`config.mk`:
```
export PLATFORM = sky130hd
export DESIGN_NAME = rt_tick_gen
export DESIGN_NICKNAME = d
export VERILOG_FILES = /design/src/rtl/rt_tick_pkg.sv /design/src/rtl/rt_tick_regs.sv /design/src/rtl/rt_tick_timebase.sv /design/src/rtl/rt_tick_flag.sv /design/src/rtl/rt_tick_gen.sv
export SDC_FILE = /design/constraint.sdc
export NUM_CORES = 1
export LEC_CHECK = 0
export CAP_MARGIN = 20
export CORE_MARGIN = 3
export CORE_UTILIZATION = 45
export CTS_BUF_LIST = sky130_fd_sc_hd__clkbuf_8
export CTS_CLUSTER_SIZE = 16
export DETAILED_ROUTE_END_ITERATION = 8
export MAX_ROUTING_LAYER = met4
export PLACE_DENSITY = 0.68
export SYNTH_ARGS = -nofsm -noshare
export SYNTH_HDL_FRONTEND = slang
export SYNTH_SLANG_ARGS = --single-unit
```
`constraint.sdc`:
```
create_clock -name clk -period 6.3 [get_ports clk]
set_input_delay 1.26 -clock clk [delete_from_list [all_inputs] [get_ports clk]]
set_output_delay 1.26 -clock clk [all_outputs]
set_load 0.005 [all_outputs]
```
`src/rtl/rt_tick_pkg.sv`:
```
package rt_tick_pkg;

   typedef enum logic [1:0] {
      SEL_CTRL = 2'b00,
      SEL_FLAG = 2'b01,
      SEL_MASK = 2'b10,
      SEL_NONE = 2'b11
   } rt_sel_e;

   // counter width able to hold the longest period of the table
   function automatic int unsigned span_bits(int unsigned base_log2, int unsigned rate_w);
      return base_log2 + (32'd1 << rate_w);
   endfunction

endpackage

```
`src/rtl/rt_tick_regs.sv`:
```
module rt_tick_regs
   import rt_tick_pkg::*;
#(
   parameter int unsigned DATA_W   = 8,
   parameter int unsigned RATE_W   = 2,
   parameter int unsigned RATE_LSB = 0,
   parameter int unsigned FLAG_BIT = 6,
   parameter int unsigned IEN_BIT  = 6
) (
   input  logic              clk,
   input  logic              rst_n,
   input  logic              wr_en,
   input  logic [1:0]        wr_sel,
   input  logic [DATA_W-1:0] wr_data,
   output logic [RATE_W-1:0] rate_q,
   output logic              ien_q,
   output logic              flag_clr
);

   logic ctrl_wr, mask_wr, unused_data;

   assign ctrl_wr     = wr_en && (rt_sel_e'(wr_sel) == SEL_CTRL);
   assign mask_wr     = wr_en && (rt_sel_e'(wr_sel) == SEL_MASK);
   assign flag_clr    = wr_en && (rt_sel_e'(wr_sel) == SEL_FLAG) && wr_data[FLAG_BIT];
   assign unused_data = ^wr_data;

   always_ff @(posedge clk or negedge rst_n) begin
      if (!rst_n) begin
         rate_q <= '0;
         ien_q  <= 1'b0;
      end else begin
         if (ctrl_wr) rate_q <= wr_data[RATE_LSB +: RATE_W];
         if (mask_wr) ien_q  <= wr_data[IEN_BIT];
      end
   end

   // the rate field moves only through a control write
   a_r10_rate_only_by_write: assert property (@(posedge clk) disable iff (!rst_n)
      (rate_q != $past(rate_q)) |-> $past(ctrl_wr));

   // the enable moves only through a mask write
   a_r10_ien_only_by_write: assert property (@(posedge clk) disable iff (!rst_n)
      (ien_q != $past(ien_q)) |-> $past(mask_wr));

endmodule

```
`src/rtl/rt_tick_timebase.sv`:
```
module rt_tick_timebase #(
   parameter int unsigned BASE_LOG2 = 13,
   parameter int unsigned RATE_W    = 2,
   parameter int unsigned CNT_W     = 17
) (
   input  logic              clk,
   input  logic              rst_n,
   input  logic [RATE_W-1:0] rate,
   output logic              tick
);

   localparam int unsigned NRATE = 1 << RATE_W;

   logic [CNT_W-1:0] cnt;
   logic [CNT_W-1:0] last_cnt [NRATE];

   // one terminal count per rate value: period - 1
   for (genvar g = 0; g < NRATE; g++) begin : g_rate
      localparam longint unsigned LEN = 64'd1 << (BASE_LOG2 + g);
      assign last_cnt[g] = CNT_W'(LEN - 64'd1);
   end

   // compare with >= so a shortened period that already elapsed fires at once
   assign tick = (cnt >= last_cnt[rate]);

   always_ff @(posedge clk or negedge rst_n) begin
      if (!rst_n)    cnt <= '0;
      else if (tick) cnt <= '0;
      else           cnt <= cnt + 1'b1;
   end

   // timing restarts from the tick edge, never two ticks back to back
   a_r6_restart_after_tick: assert property (@(posedge clk) disable iff (!rst_n)
      tick |=> ((cnt == '0) && !tick));

endmodule

```
`src/rtl/rt_tick_flag.sv`:
```
module rt_tick_flag (
   input  logic clk,
   input  logic rst_n,
   input  logic tick,
   input  logic clr,
   input  logic ien,
   output logic flag_q,
   output logic irq
);

   always_ff @(posedge clk or negedge rst_n) begin
      if (!rst_n)    flag_q <= 1'b0;
      else if (tick) flag_q <= 1'b1;
      else if (clr)  flag_q <= 1'b0;
   end

   assign irq = flag_q & ien;

   a_r2_tick_sets_flag: assert property (@(posedge clk) disable iff (!rst_n)
      tick |=> flag_q);

   a_r3_w1c_clears: assert property (@(posedge clk) disable iff (!rst_n)
      (clr && !tick) |=> !flag_q);

   a_r4_set_wins: assert property (@(posedge clk) disable iff (!rst_n)
      (clr && tick) |=> flag_q);

   a_r5_rise_needs_tick: assert property (@(posedge clk) disable iff (!rst_n)
      $rose(flag_q) |-> $past(tick));

endmodule

```
`src/rtl/rt_tick_gen.sv`:
```
module rt_tick_gen
   import rt_tick_pkg::*;
#(
   parameter int unsigned BASE_LOG2 = 13,
   parameter int unsigned RATE_W    = 2,
   parameter int unsigned DATA_W    = 8,
   parameter int unsigned RATE_LSB  = 0,
   parameter int unsigned FLAG_BIT  = 6,
   parameter int unsigned IEN_BIT   = 6
) (
   input  logic              clk,
   input  logic              rst_n,
   input  logic              wr_en,
   input  logic [1:0]        wr_sel,
   input  logic [DATA_W-1:0] wr_data,
   output logic [RATE_W-1:0] rate_o,
   output logic              enable_o,
   output logic              flag_o,
   output logic              irq_o,
   output logic              tick_o
);

   localparam int unsigned CNT_W = span_bits(BASE_LOG2, RATE_W);

   if (BASE_LOG2 < 1 || BASE_LOG2 > 40) begin : g_bad_base
      $error("rt_tick_gen: BASE_LOG2 out of range");
   end
   if (RATE_W < 1 || RATE_W > 3) begin : g_bad_rate
      $error("rt_tick_gen: RATE_W out of range");
   end
   if (RATE_LSB + RATE_W > DATA_W || FLAG_BIT >= DATA_W || IEN_BIT >= DATA_W) begin : g_bad_field
      $error("rt_tick_gen: field outside data word");
   end

   logic flag_clr;

   rt_tick_regs #(
      .DATA_W(DATA_W), .RATE_W(RATE_W), .RATE_LSB(RATE_LSB),
      .FLAG_BIT(FLAG_BIT), .IEN_BIT(IEN_BIT)
   ) u_regs (
      .clk(clk), .rst_n(rst_n), .wr_en(wr_en), .wr_sel(wr_sel), .wr_data(wr_data),
      .rate_q(rate_o), .ien_q(enable_o), .flag_clr(flag_clr)
   );

   rt_tick_timebase #(
      .BASE_LOG2(BASE_LOG2), .RATE_W(RATE_W), .CNT_W(CNT_W)
   ) u_time (
      .clk(clk), .rst_n(rst_n), .rate(rate_o), .tick(tick_o)
   );

   rt_tick_flag u_flag (
      .clk(clk), .rst_n(rst_n), .tick(tick_o), .clr(flag_clr),
      .ien(enable_o), .flag_q(flag_o), .irq(irq_o)
   );

   // a request never stands without its enable
   a_r9_irq_needs_enable: assert property (@(posedge clk) disable iff (!rst_n)
      irq_o |-> (enable_o && flag_o));

endmodule

```
== Word level (Yosys, flattened, before mapping) ==
Cells that the tools add are included.

* Magnitude comparators: 2
* Equal/unequal tests: 2
* Reductions and logical operators: 6
* Add/subtract/negate cells: 1
* Bitwise gates (word level): 2
* Mux-type cells: 6

{| class="wikitable"
|+ Operator list
! operator !! count
|-
| two-way mux 17 bit || 3
|-
| binary-select mux 17 bit (select 2 bit) || 1
|-
| adder 17 x 1 -> 17 bit (second input constant) || 1
|-
| >= comparator 17 bit || 1
|-
| logical AND 1 bit || 4
|-
| >= comparator 3 bit (second input constant) || 1
|-
| inverter 2 -> 3 bit || 1
|-
| equality test 2 x 1 -> 1 bit (second input constant) || 1
|-
| equality test 2 bit (second input constant) || 1
|-
| zero test 2 bit || 1
|-
| two-way mux 1 bit || 2
|-
| nonzero test 2 bit || 1
|-
| bitwise AND 1 bit || 1
|}

* Output and inout port bits: 6
* Register bits after elaboration: 21
* Logic and storage cells: 23
* Input port bits: 13

== Longest topological paths before layout ==
* Depth in word-level cells: 6
* Mapped depth: 8
* Mapped depth without buffers: 6

== Hierarchy ==
A second synthesis with hierarchy kept.

* Cell total of the unflattened synthesis: 109
* Area total of the unflattened synthesis: 1169.9 um^2

{| class="wikitable"
|+ By module, submodules not included
! module !! cells an instance !! area an instance (um^2) !! times used !! sequential area each (um^2)
|-
| rt_tick_timebase || 96 || 987.2 || 1 || 425.4
|-
| rt_tick_regs || 9 || 140.1 || 1 || 75.1
|-
| rt_tick_flag || 4 || 42.5 || 1 || 25.0
|}

== Least setup slack after synthesis ==
OpenSTA, ideal clock, no wires.

* Kind: register to output
* Start point: register u_regs.rate_q[1]
* End point: output tick_o
* Cell stages (with the launch flop): 8
* Path buffers: 2
* Data arrival time: 1.644 ns
* Path slack: 3.396 ns
* Cell sequence: dfrtp_1 inv_1 ha_1 a21o_1 a211o_1 a31o_1 buf_6 buf_8

* Word-level cells in the longest chain between the ends: 5

{| class="wikitable"
|+ Ends and longest elaborated chain
! item !! line !! source
|-
| from (decl) || rt_tick_regs.sv:15 || <nowiki>output logic [RATE_W-1:0] rate_q,</nowiki>
|-
| from (signal assigned) || rt_tick_regs.sv:32 || <nowiki>if (ctrl_wr) rate_q <= wr_data[RATE_LSB +: RATE_W];</nowiki>
|-
| inverter 2 -> 3 bit (not written as such) || rt_tick_timebase.sv:24 || <nowiki>assign tick = (cnt >= last_cnt[rate]);</nowiki>
|-
| binary-select mux 17 bit (select 2 bit) || rt_tick_timebase.sv:24 ||
|-
| two-way mux 17 bit (not written as such) (2 in series) || rt_tick_timebase.sv:24 ||
|-
| >= comparator 17 bit || rt_tick_timebase.sv:24 ||
|-
| to (decl) || rt_tick_gen.sv:20 || <nowiki>output logic tick_o</nowiki>
|}

Every way passes these cells. The select of a mux whose other input is x is not followed.

== Worst setup path after layout ==
Ends and elaborated chain as after synthesis.

==> impl_metrics.env <==
export IMPL_dpl_worst_slack_ns=2.84
export IMPL_drv_cap=0
export IMPL_synth_common_cells="nor2_1, dfrtp_1, xnor2_1"
export IMPL_io_buffers=13
export IMPL_end_kind="output port"
export IMPL_crit_start="u_regs.rate_q[1]$_DFFE_PN0P_"
export IMPL_fin_worst_skew_ns=0.00355
export IMPL_cts_root_buffer="clkbuf_8"
export IMPL_cts_sinks=21
export IMPL_initial_core_util_pct=48.4
export IMPL_ys_seq_area_share_pct=48.2
export IMPL_synth_seq_cells=21
export IMPL_r2r_start="u_regs.rate_q[1]$_DFFE_PN0P_"
export IMPL_die_height_um=55.2
export IMPL_grt_max_degree=22
export IMPL_antenna_cells=0
export IMPL_status="completed"
export IMPL_row_count=17
export IMPL_min_period_ns=3.73
export IMPL_crit_path_end="tick_o"
export IMPL_worst_setup_path_type="reg -> out"
export IMPL_h_tree_depth=1
export IMPL_grt_use_total_pct=14.4
export IMPL_reg2reg_slack_ns=4.28
export IMPL_instances_no_fill=151
export IMPL_setup_viol=0
export IMPL_worst_pin_slew_ns=0.926
export IMPL_synthCells=109
export IMPL_cts_resized=0
export IMPL_r2r_cells=6
export IMPL_ys_types=26
export IMPL_drt_iter0_drc=13
export IMPL_syn_num_nets=126
export IMPL_hold_buffers=0
export IMPL_crit_required_ns=5.04
export IMPL_routedWlPerCell_um=12.9
export IMPL_first_pass_iters=4
export IMPL_synth_top_area_share_pct=48.2
export IMPL_dp_hpwl_um=1420
export IMPL_drt_wl_total_um=1940
export IMPL_period_share_pct=59.2
export IMPL_post_place_cells=147
export IMPL_grt_pass1_wl_um=3430
export IMPL_slew_headroom_pct=38.0
export IMPL_ys_top_cells_by_area="dfrtp_1, xnor2_1, nor2_1"
export IMPL_ant_nets=0
export IMPL_drive_above_1_share_pct=6.50
export IMPL_cts_tree="yes"
export IMPL_viasPerCell=5.37
export IMPL_synth_ff_type="dfrtp_1"
export IMPL_avgSynthCellArea_um2=10.0
export IMPL_die_area_mm2=0.00305
export IMPL_final_nets=141
export IMPL_synth_edf_count=0
export IMPL_drc=0
export IMPL_cp_arrival_ns=2.47
export IMPL_cp_max_fo=17
export IMPL_fin_tns_setup_ns=0
export IMPL_grt_overflow_total=0
export IMPL_hold_slack_ns=0.497
export IMPL_core_area_mm2=0.00225
export IMPL_cts_clk_slew_worst_paths_ns=0.07
export IMPL_place_gp_congestion=0.766
export IMPL_ios=19
export IMPL_synth_most_common_cell="nor2_1"
export IMPL_antenna_found_initial=0
export IMPL_numCtsBuffers=3
export IMPL_leakagePower_nw=0.528
export IMPL_chipWidth_um=55.2
export IMPL_timing_rr_end="u_flag.flag_q$_DFFE_PN0P_"
export IMPL_rsz0062_at_grt="false"
export IMPL_clock_latency_ns=0.26
export IMPL_vias=811
export IMPL_start_kind="flop"
export IMPL_hold_viol=0
export IMPL_min_path_type="reg -> reg"
export IMPL_pwr_density_cell_mw_per_mm2=198
export IMPL_synth_area_mm2=0.00109
export IMPL_synth_warnings=0
export IMPL_ir_drop_uv=120
export IMPL_grt_pass1_vias=782
export IMPL_yosys_area_top_type="dfrtp_1"
export IMPL_timing_fmax_mhz=268
export IMPL_clk_path_buf_depth=2
export IMPL_async_flop_share_pct=100
export IMPL_areaGrowthSynthToFinish_pct=16.5
export IMPL_slew_violations=0
export IMPL_setup_slack_ns=2.57
export IMPL_cts_setup_buffers=0
worst max-delay path, cell delays in order (launching register included):
cell	delay, ns
dfrtp_1	0.39
inv_1	0.06
ha_1	0.31
a21o_1	0.18
a211o_1	0.33
a31o_1	0.40
clkdlybuf4s50_1	0.54
worst min path at each step:
stage,start,to,slack (ns),cells past startpoint
after detailed placement,u_time.cnt[0]$_DFF_PN0_,u_time.cnt[0]$_DFF_PN0_,0.48,1
after CTS,u_time.cnt[0]$_DFF_PN0_,u_time.cnt[0]$_DFF_PN0_,0.50,1
final,u_time.cnt[0]$_DFF_PN0_,u_time.cnt[0]$_DFF_PN0_,0.50,1
after global routing,u_flag.flag_q$_DFFE_PN0P_,u_flag.flag_q$_DFFE_PN0P_,0.52,1
after floorplan,u_time.cnt[0]$_DFF_PN0_,u_time.cnt[0]$_DFF_PN0_,0.45,1
after global placement,u_time.cnt[0]$_DFF_PN0_,u_time.cnt[0]$_DFF_PN0_,0.47,1
state kept, by name, indices dropped and copies added (netlist names):
register / cells
u_time.cnt: 17
u_regs.rate_q: 2
u_regs.ien_q: 1
u_flag.flag_q: 1
final cells by class:
| type | count | area (um2) |
|---|---|---|
| clock inverter | 1 | 5.00 |
| timing repair buffer | 13 | 130 |
| multi-input combinational | 81 | 519 |
| tap | 28 | 35.0 |
| fill | 213 | 983 |
| clock buffer | 3 | 41.3 |
| inverter | 4 | 15.0 |
| sequential | 21 | 526 |
logic make-up (layout without fill, tap and decap cells):
family / count (synthesis) / after routing / share of synthesized area, %
buffers and inverters: 7 / 21 / 4.24
DFF: 21 / 21 / 48.2
xor gates and xnor gates: 13 / 13 / 10.4
AOI/OAI and AO/OA: 9 / 9 / 5.50
muxes: 2 / 2 / 2.06
and+or+nand+nor: 53 / 53 / 25.0
adders and majority gates: 4 / 4 / 4.59
power breakdown:
part | switching, mW | internal (mW) | total [mW]
Clock | 0.0417 | 0.0440 | 0.0858
Sequential | 0.00309 | 0.138 | 0.141
Combinational | 0.0102 | 0.0144 | 0.0246
Total | 0.0550 | 0.197 | 0.252
layout by cell type, fill, tap and decap left out:
cell type and instances:
a211oi_1 1, nor3b_1 1, dfrtp_1 21, a211o_1 1, xnor2_1 11, nor3_2 1, clkbuf_8 3, ha_1 4
clkinv_2 1, a21o_1 2, nor2_1 23, a21oi_1 2, nand4_4 1, nor3_1 4, nand4b_1 3, nor4_1 4
nand4_1 3, clkdlybuf4s50_1 13, and2_1 1, a31o_1 1, nand2_1 7, xor2_1 2, nand3_1 5, inv_1 4
mux2_2 2, o21ai_0 2
routing by layer:
metal  vias to the layer above  GRT usage (%)  wire length, um
li1                        405              -                -
met1                       386           17.3              974
met2                        18           22.5              858
met3                         2           4.91               86
met4                         0           5.21               24
met5                         -              -                0
through the flow:
step / total power, mW / instance area (um2) / utilization [%]
6_report: 0.252 / 1270 / 56.4
5_1_grt: 0.266 / 1270 / 56.4
4_1_cts: 0.257 / 1270 / 56.4
3_5_place_dp: 0.169 / 1220 / 54.3
3_3_place_gp: 0.168 / 1220 / 54.3
2_1_floorplan: 0.152 / 1090 / -
(Power assumes the default switching activity.)
